$ cat config.mk
export PLATFORM = sky130hd
export DESIGN_NAME = ilv_shift_reg
export DESIGN_NICKNAME = d
export VERILOG_FILES = /design/src/rtl/ilv_shift_pkg.sv /design/src/rtl/ilv_rst_sync.sv /design/src/rtl/ilv_phase_ctr.sv /design/src/rtl/ilv_lane.sv /design/src/rtl/ilv_shift_reg.sv
export SDC_FILE = /design/constraint.sdc
export NUM_CORES = 1
export LEC_CHECK = 0
export ABC_AREA = 1
export BUFFER_PORTS_ARGS = -buffer_cell sky130_fd_sc_hd__buf_2
export CAP_MARGIN = 20
export CORE_MARGIN = 3
export CORE_UTILIZATION = 53
export CTS_CLUSTER_DIAMETER = 40
export CTS_CLUSTER_SIZE = 25
export DETAILED_ROUTE_END_ITERATION = 8
export HOLD_SLACK_MARGIN = 0.06
export PLACE_DENSITY = 0.79
export RECOVER_POWER = 100
export SETUP_SLACK_MARGIN = 0.05
export SLEW_MARGIN = 10
export SYNTH_ARGS = -nofsm -noshare
export SYNTH_HDL_FRONTEND = slang
export SYNTH_HIERARCHICAL = 1
export SYNTH_SLANG_ARGS = --single-unit
$ cat constraint.sdc
create_clock -name clk -period 0.9 [get_ports clk]
set_input_delay 0.045 -clock clk [delete_from_list [all_inputs] [get_ports clk]]
set_output_delay 0.045 -clock clk [all_outputs]
set_load 0.005 [all_outputs]
$ cat src/rtl/ilv_shift_pkg.sv
package ilv_shift_pkg;
  // Width of a counter that counts 0..ways-1, never less than one bit.
  function automatic int phase_width(input int ways);
    return (ways > 1) ? $clog2(ways) : 1;
  endfunction
endpackage

$ cat src/rtl/ilv_rst_sync.sv
module ilv_rst_sync (
  input  logic clk,
  input  logic rst_n,
  output logic rst_sync_n
);
  logic meta_q;
  logic hold_q;

  always_ff @(posedge clk or negedge rst_n) begin
    if (!rst_n) begin
      meta_q <= 1'b0;
      hold_q <= 1'b0;
    end else begin
      meta_q <= 1'b1;
      hold_q <= meta_q;
    end
  end

  assign rst_sync_n = hold_q;
endmodule

$ cat src/rtl/ilv_phase_ctr.sv
module ilv_phase_ctr #(
  parameter int WAYS = 2
) (
  input  logic clk,
  input  logic rst_n,
  output logic [ilv_shift_pkg::phase_width(WAYS)-1:0] phase,
  output logic [WAYS-1:0] lane_en
);
  localparam int PH_W = ilv_shift_pkg::phase_width(WAYS);
  localparam logic [PH_W-1:0] LAST = PH_W'(WAYS - 1);

  logic [PH_W-1:0] phase_q;
  logic [PH_W-1:0] phase_d;

  always_comb begin
    if (phase_q == LAST) phase_d = '0;
    else                 phase_d = phase_q + 1'b1;
  end

  always_ff @(posedge clk or negedge rst_n) begin
    if (!rst_n) phase_q <= '0;
    else        phase_q <= phase_d;
  end

  for (genvar g = 0; g < WAYS; g++) begin : g_en
    assign lane_en[g] = (phase_q == PH_W'(g));
  end

  assign phase = phase_q;

  // wrap from the last phase back to zero
  p_phase_wrap_r6: assert property (@(posedge clk) disable iff (!rst_n)
    (phase_q == LAST) |=> (phase_q == '0));
  // step by one below the last phase
  p_phase_step_r6: assert property (@(posedge clk) disable iff (!rst_n)
    (phase_q != LAST) |=> (phase_q == $past(phase_q) + 1'b1));
endmodule

$ cat src/rtl/ilv_lane.sv
module ilv_lane #(
  parameter int LEN = 8
) (
  input  logic clk,
  input  logic rst_n,
  input  logic en,
  input  logic din,
  output logic tail
);
  logic [LEN-1:0] stage_q;
  logic [LEN-1:0] stage_d;

  always_comb begin
    stage_d = stage_q;
    if (en) begin
      stage_d[0] = din;
      for (int i = 1; i < LEN; i++) stage_d[i] = stage_q[i-1];
    end
  end

  always_ff @(posedge clk or negedge rst_n) begin
    if (!rst_n) stage_q <= '0;
    else        stage_q <= stage_d;
  end

  assign tail = stage_q[LEN-1];

  // an idle lane keeps every stage
  p_idle_hold_r7: assert property (@(posedge clk) disable iff (!rst_n)
    !en |=> $stable(stage_q));
  // an enabled lane takes the serial input at its head
  p_head_load_r8: assert property (@(posedge clk) disable iff (!rst_n)
    en |=> (stage_q[0] == $past(din)));
endmodule

$ cat src/rtl/ilv_shift_reg.sv
module ilv_shift_reg #(
  parameter int WAYS  = 2,
  parameter int DEPTH = 16
) (
  input  logic clk,
  input  logic rst_n,
  input  logic ser_in,
  output logic ser_out
);
  localparam int LEN  = DEPTH / WAYS;
  localparam int PH_W = ilv_shift_pkg::phase_width(WAYS);

  logic            rst_int_n;
  logic [PH_W-1:0] phase;
  logic [WAYS-1:0] lane_en;
  logic [WAYS-1:0] tails;

  ilv_rst_sync u_rst_sync (
    .clk        (clk),
    .rst_n      (rst_n),
    .rst_sync_n (rst_int_n)
  );

  ilv_phase_ctr #(.WAYS(WAYS)) u_phase (
    .clk     (clk),
    .rst_n   (rst_int_n),
    .phase   (phase),
    .lane_en (lane_en)
  );

  for (genvar g = 0; g < WAYS; g++) begin : g_lane
    ilv_lane #(.LEN(LEN)) u_lane (
      .clk   (clk),
      .rst_n (rst_int_n),
      .en    (lane_en[g]),
      .din   (ser_in),
      .tail  (tails[g])
    );
  end

  // Full-rate selector: the lane due to shift next holds the oldest bit.
  always_comb begin
    ser_out = 1'b0;
    for (int i = 0; i < WAYS; i++) begin
      if (phase == PH_W'(i)) ser_out = tails[i];
    end
  end

  // exactly one lane captures per cycle
  p_one_lane_r7: assert property (@(posedge clk) disable iff (!rst_int_n)
    $onehot(lane_en));
  // storage cleared while reset is held
  p_reset_quiet_r1: assert property (@(posedge clk)
    !rst_n |-> !ser_out);
endmodule

==> results.tsv <==
metric	value	unit
core_area	0.00119	sq mm
post-route-min-period	1.09	ns
placed_cells	96	
p_comb_share	4.8	%
cpMaxStageDelayCell	dfrtp_1	
ys_types	7	
fin_ws	-0.186	ns
regArea	475	sq um
rrSetupSlack	-0.15	ns
met3_usage	2.54	%
rows	12	
die_w	42.9	um
p_per_area	1600	mW/mm^2
utilization	73.4	%
pwr-share-seq	66.0	%
synth_top_area_share	65.7	%
hold_violations	0	
final_area	871	sq um
clkPwrFrac	29.2	%
internal_power	1.10	mW
met1_usage	17.0	%
worst_ep_required_time	0.85	ns
place_area	766	sq um
maxSlewViolCount	0	
crit_path_frequent_cell	nand2_1	
cp-start-kind	register	
drtPass1Iterations	4	
vias_per_cell	4.83	
portBuffers	3	
cts.sinks	19	
cts_buffers	3	
ant_nets	0	
ys_ff_latch	19	
dieArea	0.00184	sq mm
initialDrtViolationCount	10	
wl_per_cell	11.0	um
yosysTopAreaCell	dfrtp_1	
fin_crit_sh	121	%
max_stage_delay	0.41	ns
routabilityCongestion	0.732	
layoutNonFillerInstCount	107	
crit_path_cell_trace	buf_6 -> inv_2 -> nand2_1 -> nand2_1 -> buf_2	
htreeDepth	1	
ios	4	
ir_drop	1210	uV
busiest_layer	met2	
fp.dieH	42.9	um
synth_area_per_cell	9.15	sq um
ys_warn_count	6	
synth_area_leaders	dfrtp_1 (66%), nand2_1 (26%), buf_6 (3.1%), buf_4 (2.1%), inv_1 (1.0%)	
met2_usage	25.4	%
grt_max_degree	14	
failed_checks	setup timing	
drc	0	
async_flop_share	100	%
fin_skew	0.00617	ns
synth_fp_nets	82	
worstReg2RegEnd	g_lane[0].u_lane/stage_q[3]	
swShare	21.4	%
status	complete, but fails checks	
yosysMostFrequentCell	nand2_1	
wl	1180	um
reg2reg_depth	7	
worstPathMaxFanout	5	
leakagePower	0.473	nW
r2r-start	u_phase/phase	
layout-drive-gt1-share	23.7	%
maxCapViolCount	0	
grt_pass1_wl	2020	um
grt_pass1_vias	502	
cp.arrival	1.04	ns
antenna_found_initial	0	
clk_pin_slew	0.10	ns
place_ws	0.0526	ns
ys_seq_area_share	65.7	%
overflow	0	
dpl.hpwl	780	um
switchingPower	0.299	mW
route.vias.total	517	
ctsLongestPathBuffers	2	
ys.flop_type	dfrtp_1	
synth_cells	79	
syn_area	723	sq um
setup.worst_path.start	u_phase/phase	
grt_use_total	14.9	%
hp-class	reg2async	
cts_root_buf	clkbuf_4	
tritoncts	built	
crit_type	reg2out	
nets	97	
finalSetupViolCount	17	
clk_latency	0.29	ns
crit_path_end_kind	output port	
start_util	61.0	%
clock.fmax	0.921	GHz
fillCellCount	85	
grt_setup_unrepaired	yes	
synth_edf_count	0	
n_antenna_cell	0	
multi_input_comb_area	210	sq um
fin_tns_setup	-1.62	ns
syn_to_final_growth	20.4	%
synth_common_cells	nand2_1 (51), dfrtp_1 (19)	
## per-stage QoR
step	hold slack, ns	total power, mW
6_report	0.0690	1.40
5_1_grt	0.0871	1.46
4_1_cts	0.109	1.42
3_5_place_dp	-0.167	1.00
3_3_place_gp	-0.171	0.995
2_1_floorplan	-0.251	0.966
## layout by cell type (no fill, tap or decap)
master | Yosys | routed
buf_2 | 0 | 3
buf_4 | 2 | 4
buf_6 | 2 | 3
clkbuf_1 | 0 | 1
clkbuf_2 | 0 | 1
clkbuf_4 | 0 | 3
conb_1 | 1 | 1
dfrtp_1 | 19 | 19
dlygate4sd3_1 | 0 | 3
inv_2 | 2 | 1
inv_4 | 0 | 1
inv_6 | 0 | 2
nand2_1 | 51 | 47
nand2_2 | 0 | 3
nand2_4 | 0 | 1
## worst max-delay path, delay by kind of cell, from the launching register on
family	cells	cell delay [ns]
flip-flops	1	0.41
AND/OR/NAND/NOR	2	0.08
buffers and inverters	3	0.27
## worst max path at each step
stage / end / slack (ns) / cells after the start
final: ser_out / -0.19 / 5
after global routing: ser_out / -0.25 / 5
after CTS: ser_out / -0.20 / 5
after detailed placement: g_lane[0].u_lane/stage_q[1] / 0.05 / 5
after global placement: g_lane[0].u_lane/stage_q[3] / 0.09 / 5
after floorplan: g_lane[0].u_lane/stage_q[5] / 0.003 / 6
## sequential cells by signal, summed over array words and instances, names as in the netlist
signal / count
u_rst_sync/rst_sync_n: 1
u_phase/phase: 1
u_rst_sync/meta_q: 1
g_lane.u_lane/stage_q: 16
## logic make-up (layout without fill, tap and decap cells)
| family | after synthesis | after routing | share of synthesized area (%) |
|---|---|---|---|
| other | 1 | 1 | 0.519 |
| buffers and inverters | 8 | 22 | 7.27 |
| DFF | 19 | 19 | 65.7 |
| and+or+nand+nor | 51 | 51 | 26.5 |
## layer usage
| metal | part of all wire (%) | up-vias |
|---|---|---|
| met5 | 0 | - |
| li1 | - | 258 |
| met4 | 0.60 | 0 |
| met2 | 50 | 8 |
| met1 | 46 | 249 |
| met3 | 3.1 | 2 |
## power groups by stage
stage	clock network (mW)	logic [mW]	registers, mW
4_1_cts	0.428	0.0744	0.920
2_1_floorplan	0	0.0300	0.936
3_5_place_dp	0	0.0647	0.936
5_1_grt	0.454	0.0800	0.927
3_3_place_gp	0	0.0610	0.934
6_report	0.408	0.0674	0.921
## final cells by class
cell class | instances | area share [%]
sequential | 19 | 54.6
multi-input combinational | 52 | 24.1
timing repair buffer | 14 | 13.1
inverter | 4 | 3.16
clock buffer | 4 | 3.02
tap | 14 | 2.01
## what timing repair did
| action | CTS | global route |
|---|---|---|
| buffers inserted | 3 | 1 |
| setup endpoints to repair | 5 | 17 |
| hold endpoints to repair | 4 | 0 |
| pin swaps | 0 | 1 |
| hold buffers | 3 | 0 |
| resized for setup | 5 | 8 |
(Power assumes the default switching activity.)
